### config.mk
export PLATFORM = sky130hd
export DESIGN_NAME = shctr_top
export DESIGN_NICKNAME = d
export VERILOG_FILES = /design/src/rtl/shctr_pkg.sv /design/src/rtl/shctr_ring_next.sv /design/src/rtl/shctr_twist_next.sv /design/src/rtl/shctr_top.sv
export SDC_FILE = /design/constraint.sdc
export NUM_CORES = 1
export LEC_CHECK = 0
export BUFFER_PORTS_ARGS = -buffer_cell sky130_fd_sc_hd__buf_4
export CAP_MARGIN = 20
export CORE_AREA = 2 2 39 41
export CTS_CLUSTER_SIZE = 16
export DETAILED_ROUTE_END_ITERATION = 6
export DIE_AREA = 0 0 41 43
export PLACE_DENSITY = 0.42
export REMOVE_ABC_BUFFERS = 1
export SYNTH_ARGS = -nofsm -noshare
export SYNTH_HDL_FRONTEND = slang
export SYNTH_SLANG_ARGS = --single-unit
### constraint.sdc
create_clock -name clk -period 2 [get_ports clk]
set_input_delay 0.3 -clock clk [delete_from_list [all_inputs] [get_ports clk]]
set_output_delay 0.3 -clock clk [all_outputs]
set_load 0.05 [all_outputs]
### src/rtl/shctr_pkg.sv
// Package: shared mode encoding for the self-correcting shift counter.
// Assumes: a single mode bit; 0 selects one-hot ring, 1 selects twisted ring.
package shctr_pkg;
    typedef enum logic {
        MODE_RING  = 1'b0,
        MODE_TWIST = 1'b1
    } ctr_mode_e;
endpackage

### src/rtl/shctr_ring_next.sv
// Module: next-state logic for the one-hot ring, with self-correction.
// Shifts toward the MSB. Bit 0 takes 1 only when every lower bit that stays
// in the register is 0, so any pattern drains to a single 1.
// Assumes: WIDTH >= 2. Purely combinational.
module shctr_ring_next #(
    parameter int WIDTH = 4
) (
    input  logic [WIDTH-1:0] cur,
    output logic [WIDTH-1:0] nxt
);
    localparam int KEEP = WIDTH - 1;

    logic keep_zero;

    // Purpose: detect that the bits surviving the shift are all clear.
    always_comb begin
        keep_zero = ~|cur[KEEP-1:0];
    end

    // Purpose: build the shifted value with the corrective feed bit.
    always_comb begin
        nxt = {cur[KEEP-1:0], keep_zero};
    end
endmodule

### src/rtl/shctr_twist_next.sv
// Module: next-state logic for the twisted ring, with illegal-code clearing.
// A legal code has at most one boundary between adjacent bits. Any other
// code is sent to zero, the start of the legal cycle.
// Assumes: WIDTH >= 2. Purely combinational.
module shctr_twist_next #(
    parameter int WIDTH = 4
) (
    input  logic [WIDTH-1:0] cur,
    output logic [WIDTH-1:0] nxt,
    output logic             illegal
);
    localparam int CW = $clog2(WIDTH) + 1;

    logic [WIDTH-2:0] edges;
    logic [CW-1:0]    n_edges;

    // Purpose: mark every position where neighbouring bits differ.
    always_comb begin
        edges = cur[WIDTH-1:1] ^ cur[WIDTH-2:0];
    end

    // Purpose: count the boundaries in the pattern.
    always_comb begin
        n_edges = '0;
        for (int i = 0; i < WIDTH - 1; i++) begin
            n_edges = n_edges + CW'(edges[i]);
        end
    end

    // Purpose: flag the pattern as illegal when it has two or more boundaries.
    always_comb begin
        illegal = (n_edges > CW'(1));
    end

    // Purpose: shift in the inverted MSB, or clear when illegal.
    always_comb begin
        if (illegal) begin
            nxt = '0;
        end else begin
            nxt = {cur[WIDTH-2:0], ~cur[WIDTH-1]};
        end
    end
endmodule

### src/rtl/shctr_top.sv
// Module: self-correcting ring / twisted-ring shift counter.
// Holds the state register, selects the next state by mode, and registers
// a one-cycle pulse for the return from the final state to the start.
// Assumes: synchronous active-low reset; WIDTH >= 2; mode is used live at
// every edge, so no reload happens on a mode change.
module shctr_top
    import shctr_pkg::*;
#(
    parameter int WIDTH = 4
) (
    input  logic             clk,
    input  logic             rst_n,
    input  logic             en,
    input  logic             mode,
    output logic [WIDTH-1:0] state,
    output logic             wrap
);
    localparam logic [WIDTH-1:0] RING_START  = WIDTH'(1);
    localparam logic [WIDTH-1:0] TWIST_START = '0;
    localparam logic [WIDTH-1:0] LAST_STATE  = {1'b1, {(WIDTH-1){1'b0}}};
    localparam int               BW          = $clog2(WIDTH) + 1;

    ctr_mode_e        mode_sel;
    logic [WIDTH-1:0] ring_nxt;
    logic [WIDTH-1:0] twist_nxt;
    logic             twist_bad;
    logic [WIDTH-1:0] state_d;
    logic             wrap_d;

    // Purpose: map the raw mode pin onto the shared encoding.
    always_comb begin
        mode_sel = ctr_mode_e'(mode);
    end

    shctr_ring_next #(.WIDTH(WIDTH)) u_ring (
        .cur (state),
        .nxt (ring_nxt)
    );

    shctr_twist_next #(.WIDTH(WIDTH)) u_twist (
        .cur     (state),
        .nxt     (twist_nxt),
        .illegal (twist_bad)
    );

    // Purpose: choose the next register value by reset, enable and mode.
    always_comb begin
        if (!rst_n) begin
            state_d = (mode_sel == MODE_RING) ? RING_START : TWIST_START;
        end else if (!en) begin
            state_d = state;
        end else if (mode_sel == MODE_RING) begin
            state_d = ring_nxt;
        end else begin
            state_d = twist_nxt;
        end
    end

    // Purpose: the final state returns to the start value in both modes.
    always_comb begin
        wrap_d = rst_n && en && (state == LAST_STATE);
    end

    // Purpose: state and pulse registers.
    always_ff @(posedge clk) begin
        state <= state_d;
        wrap  <= wrap_d;
    end

    // ---------------- assertions ----------------
    logic          past_ok;
    logic [BW-1:0] ring_bad_run;

    // Purpose: mark that at least one edge has happened.
    always_ff @(posedge clk) begin
        past_ok <= 1'b1;
    end

    // Purpose: count enabled ring-mode edges that start from a non-one-hot state.
    always_ff @(posedge clk) begin
        if (!rst_n || mode_sel != MODE_RING) begin
            ring_bad_run <= '0;
        end else if (en) begin
            if (!$onehot(state)) begin
                ring_bad_run <= ring_bad_run + BW'(1);
            end else begin
                ring_bad_run <= '0;
            end
        end
    end

    AST_RESET_LOAD: assert property (@(posedge clk)
        (past_ok === 1'b1 && $past(rst_n) == 1'b0) |->
            (state == ($past(mode) ? TWIST_START : RING_START)));

    AST_HOLD_IDLE: assert property (@(posedge clk) disable iff (!rst_n)
        (!en) |=> ($stable(state) && !wrap));

    AST_RING_STAYS_ONEHOT: assert property (@(posedge clk) disable iff (!rst_n)
        (en && mode_sel == MODE_RING && $onehot(state)) |=> $onehot(state));

    AST_RING_RECOVER_BOUND: assert property (@(posedge clk) disable iff (!rst_n)
        ring_bad_run < BW'(WIDTH));

    AST_TWIST_CLEAR: assert property (@(posedge clk) disable iff (!rst_n)
        (en && mode_sel == MODE_TWIST && twist_bad) |=> (state == '0));

    AST_WRAP_SINGLE: assert property (@(posedge clk) disable iff (!rst_n)
        wrap |=> !wrap);
endmodule

==> metrics.txt, run 1 <==
delay of the slowest cell on the worst path=440 ps; Top-Level Pins=9; Max IR drop VDD=0.1766 mV; ANT cells=0; CP Class=reg -> reg; post-synthesis sequential area ratio=48.91%; max-slew violations=0; final instance area=392.9 um^2; worst path arrival time=1670 ps; Slew headroom=87.73%; CTS Buf Count=3; Port Buffers=8; via count=217; WP data required=1990 ps; Final Cycle Share=83.85%; die area=0.001763 mm^2; leakage=0.0001874 uW; met2 WL=346 um; DRC viols=0; synthesized area per cell=12.46 um^2; Root Driver=clkbuf_4; hold path depth=2; Die Y=43 um; f_max=596.3 MHz; max cap viols=0; CTS Sinks=5; Max Root-Sink Buffers=2; CP endpoint kind=flop; CTS tree=built; Hold Fails Final Rpt=0; first-pass GRT wire length=890 um; minimum clock period=1677 ps; Top Family by Delay on Critical Path=adder cells; DR top layer=met4; GR Overflow Total=0; Cell Area, Synth=286.5 um^2; share of cells above drive strength 1=40.00%; Starting DRT DRC Count=1; Worst path slowest cell=edfxtp_1; Hold EP=wrap; Layout area overhead=37.12%; worst flop-to-flop path endpoint=state[2]; Buffers & Inverters on Critical Path=1; Gate Count Post-Synth=23; worst r2r path cells=6; post-cts sizing count=0; R2R setup slack=320 ps; vias in the first global route=215; core area=0.001384 mm^2; die width=41 um; #FFs+latches synth=5; # rows=14; Starting Density=20.71%; worst-path cell chain=inv_1 -> ha_1 -> ha_1 -> nor2b_4 -> o21ai_2 -> and3_1; TNS Setup=0 ps; largest net degree at the start of global routing=8; worst skew pair latency=240 ps; # hold bufs at CTS=0; Hold Path Class=in -> reg; vias per cell=4.255; met3 wire length=18 um; CP Max Fanout=4; worst clock skew=1.508 ps; Total GRT Usage=8.442%; Post-Route WL=583 um; Yosys warning count=0; RSZ-0062 raised after global routing=false; Distinct cells, synth=14; initial antenna violation count=0; final setup fails=0; FF-to-FF Start=state[1]; Routed wire per std cell=11.43 um; DRT met1 WL=206 um; clk slew on worst S/H paths=40 ps; most used cell, CP=ha_1; H-tree levels=1; gp weighted congestion=0.7322; Post-CTS Setup Bufs=0; antenna-violating nets left=0; pwr/cell area=1002 mW/mm^2; worst-margin pin slew=182.5 ps; NumNets Final=43; status=complete, no violations; hold_sp=en; Post-DP Area=366.6 um^2; CP Launch Type=flop; Pre-Repair DR Iteration Count=3
sequential cells by signal (all words and copies together), names as in the netlist:
name and cells:
state 4, wrap 1
stage by stage:
step / std cells / hold slack [ps] / setup WS (ps) / total power [uW] / utilization (%)
after floorplan: 23 / 488.5 / 86.21 / 241.2 / -
after global placement: 47 / 588.3 / 350.7 / 278.6 / 26.49
after detailed placement: 47 / 597.1 / 324.4 / 279.7 / 26.49
after CTS: 51 / 343.5 / 305.5 / 403.7 / 28.39
after global routing: 51 / 359.9 / 255.8 / 416.9 / 28.39
final: 51 / 355.5 / 322.9 / 393.6 / 28.39
logic make-up (layout without fill, tap and decap cells):
family	count (synthesis)	in the layout	synth area share, %
AO/OA/AOI/OAI	3	3	8.299
XOR/XNOR	1	1	3.057
adder cells (fa/ha/maj)	3	3	13.10
buffers and inverters	3	15	3.930
flip-flops	5	5	48.91
AND/OR/NAND/NOR	8	8	22.71
power breakdown:
group | switching (uW) | internal [uW]
clock network | 41.0 | 75.4
registers | 11.4 | 128
logic | 81.2 | 56.8
synthesized netlist by cell type:
master / n / area (um^2)
ha_1: 3 / 37.54
nor4_2: 1 / 12.51
o21ai_2: 1 / 8.760
nand2_1: 1 / 3.750
nor2b_4: 1 / 13.76
and4_1: 1 / 8.760
inv_1: 3 / 11.26
dfxtp_1: 1 / 20.02
and3_1: 3 / 18.77
xor2_1: 1 / 8.760
edfxtp_1: 4 / 120.1
a21boi_0: 1 / 7.510
o21bai_1: 1 / 7.510
or2b_1: 1 / 7.510
worst register-to-register path: cells and delay by family (launching register included):
kind	cells	cell delay, ps
simple gates	2	330
buf+inv	1	90
fa+ha+maj	2	500
flops	1	440
compound gates	1	70
cell usage in the layout, fill, tap and decap left out, types with 3 or more instances in the layout:
cell type	instances
ha_1	3
edfxtp_1	4
clkbuf_4	3
buf_4	8
inv_1	3
and3_1	3
worst max-delay path by stage:
stage                        start        to  slack (ps)  depth (start not counted)
after floorplan           state[1]  state[1]          90                          6
after global placement    state[1]  state[3]         350                          6
after detailed placement  state[1]  state[0]         320                          6
after CTS                 state[1]  state[3]         310                          6
after global routing      state[1]  state[0]         260                          6
final                     state[1]  state[2]         320                          6
layer usage:
layer,GRT usage [%],vias up
li1,-,107
met5,0,-
met3,0,2
met4,12.00,0
met1,7.742,102
met2,13.13,6
layout make-up:
cell class / count / area [um^2]
inverters: 3 / 11.26
well taps: 16 / 20.02
clock buffers: 4 / 26.28
flip-flops and latches: 5 / 140.1
multi-input cells: 15 / 135.1
fillers: 157 / 991.0
repair buffers: 8 / 60.06
Note: power is estimated with default switching activity, not from simulation.
==> inputs of run 2 (changes only) <==
--- a/config.mk
+++ b/config.mk
@@ -5,13 +5,14 @@
 export SDC_FILE = /design/constraint.sdc
 export NUM_CORES = 1
 export LEC_CHECK = 0
+export ABC_AREA = 1
 export BUFFER_PORTS_ARGS = -buffer_cell sky130_fd_sc_hd__buf_4
 export CAP_MARGIN = 20
 export CORE_AREA = 2 2 39 41
 export CTS_CLUSTER_SIZE = 16
 export DETAILED_ROUTE_END_ITERATION = 6
 export DIE_AREA = 0 0 41 43
-export PLACE_DENSITY = 0.42
+export PLACE_DENSITY = 0.44
 export REMOVE_ABC_BUFFERS = 1
 export SYNTH_ARGS = -nofsm -noshare
 export SYNTH_HDL_FRONTEND = slang
==> constraint.sdc (replaced) <==
create_clock -name clk -period 1.5 [get_ports clk]
set_input_delay 0.225 -clock clk [delete_from_list [all_inputs] [get_ports clk]]
set_output_delay 0.225 -clock clk [all_outputs]
set_load 0.05 [all_outputs]
==> metrics.txt, run 2 <==
H-tree levels=1; #FFs+latches synth=5; CTS Buf Count=3; Routed wire per std cell=9.231 um; most frequent cells in the layout=12 x buf_4, 9 x inv_1, 7 x nand2_1; DRC viols=0; GR Util met3=1.571%; Pre-Repair DR Iteration Count=6; max-slew violations=0; RSZ-0062 raised after global routing=true; Yosys top cell area share=42.11%; worst clock skew=6.461 ps; final setup fails=0; # hold bufs at CTS=0; busiest grt layer=met2; Biggest register=state; ys flop type=edfxtp_1; worst skew pair latency=240 ps; met2 Use GR=12.81%; Max IR drop VDD=0.2740 mV; most common cell after layout, fill and taps aside=buf_4; NumNets Final=57; fin worst setup slack=51.63 ps; Hold Path Class=in -> reg; vias per cell=3.969; status=complete, no violations; # rows=14; met1 GRT Util=10.78%; share of cells above drive strength 1=34.69%; hold path depth=3; gp weighted congestion=0.7209; async set or reset register ratio after synthesis=0%; die width=41 um; WP data required=1480 ps; Starting Density=20.61%; Hold Fails Final Rpt=0; Yosys warning count=0; Total GRT Usage=8.981%; Starting DRT DRC Count=4; CP Max Fanout=4; CP endpoint kind=flop; Tot Pwr=552.2 uW; Layout area overhead=53.07%; Port Buffers=8; TNS Setup=0 ps; EDFF count, synth=4; antenna-violating nets left=0; Cell Area, Synth=285.3 um^2; final design utilization=31.56%; CTS Sinks=5; synth top area cells=edfxtp_1 42%, ha_1 13%, inv_1 12%, nand2_1 11%, dfxtp_1 7.0%; Post-Route WL=600 um; minimum clock period=1448 ps; Slew headroom=87.86%; most frequent cell after synthesis=inv_1; Synth area leader=edfxtp_1; post-synthesis sequential area ratio=49.12%; pwr/cell area=1265 mW/mm^2; core area=0.001384 mm^2; vias in the first global route=253; worst-margin pin slew=181.7 ps; Root Driver=clkbuf_4; GR Overflow Total=0; CP Launch Type=flop; Distinct cells, synth=10; f_max=690.4 MHz; CTS tree=built; synthesized area per cell=8.645 um^2; Die Y=43 um; ANT cells=0; first-pass GRT wire length=1.014 mm; max cap viols=0; largest net degree at the start of global routing=8; Top-Level Pins=9; CP Class=reg -> reg; Hold Slack=239.9 ps; initial antenna violation count=0; worst r2r path cells=6; worst path arrival time=1430 ps; top post-synthesis cells by count=9 x inv_1, 8 x nand2_1, 4 x edfxtp_1; leakage=0.0002228 uW; max reg flops=4; Max Root-Sink Buffers=2; Post-DP HPWL=446.3 um; Final Cycle Share=96.56%; Place WS=26.43 ps; Gate Count Post-Synth=33; clk slew on worst S/H paths=50 ps; biggest regs=state (4), wrap (1); via count=258; die area=0.001763 mm^2
## run 2: kinds of logic (layout without fill, tap and decap cells)
| group | after synthesis | after routing | synth area share [%] |
|---|---|---|---|
| and+or+nand+nor | 11 | 11 | 15.79 |
| buffers and inverters | 9 | 25 | 11.84 |
| DFF | 5 | 5 | 49.12 |
| AOI/OAI and AO/OA | 4 | 4 | 7.014 |
| adders and majority gates | 3 | 3 | 13.16 |
| xor gates and xnor gates | 1 | 1 | 3.071 |
## run 2: stage by stage
step           instance area (um^2)  cells
6_report                      436.7     65
2_1_floorplan                 285.3     33
4_1_cts                       414.1     64
3_5_place_dp                  387.9     60
5_1_grt                       436.7     65
3_3_place_gp                  387.9     60
## run 2: area by class of cell
type                            instances  area, um^2
Fill cell                             150       947.2
Tap cell                               16       20.02
Sequential cell                         5       140.1
Multi-Input combinational cell         19       126.4
Clock buffer                            4       26.28
Timing Repair Buffer                   12       90.09
Inverter                                9       33.78
## run 2: worst max-delay path, stage by stage (launching register included)
cell and delay [ps]:
edfxtp_1 390, inv_1 110, ha_4 200, ha_1 280
nand2_1 60, nand2_2 80, a21oi_1 70
## run 2: path summary, 6_finish.rpt
path	from	end	slack (ps)
setup reg to reg	state[1]	state[1]	50
hold / removal	en	wrap	240
setup / recovery	state[1]	state[1]	50
hold reg to reg	state[0]	wrap	710
## run 2: where the power goes
group | switching (uW) | leakage (uW) | total (uW) | internal, uW
Combinational | 132 | 0.000156 | 216 | 83.9
Clock | 54.3 | 0.0000150 | 155 | 100
Sequential | 10.3 | 0.0000516 | 181 | 171
Total | 197 | 0.000223 | 552 | 355
## run 2: metal layers
metal	vias to the layer above	wire length, um
li1	136	-
met1	112	230
met2	8	334
met3	2	22
met4	0	12
met5	-	0
## run 2: what timing repair did
item / 4_1_cts / 5_1_grt
hold endpoints to repair: 0 / 0
setup endpoints to repair: 0 / 4
setup buffers: 0 / 1
resized for setup: 0 / 2
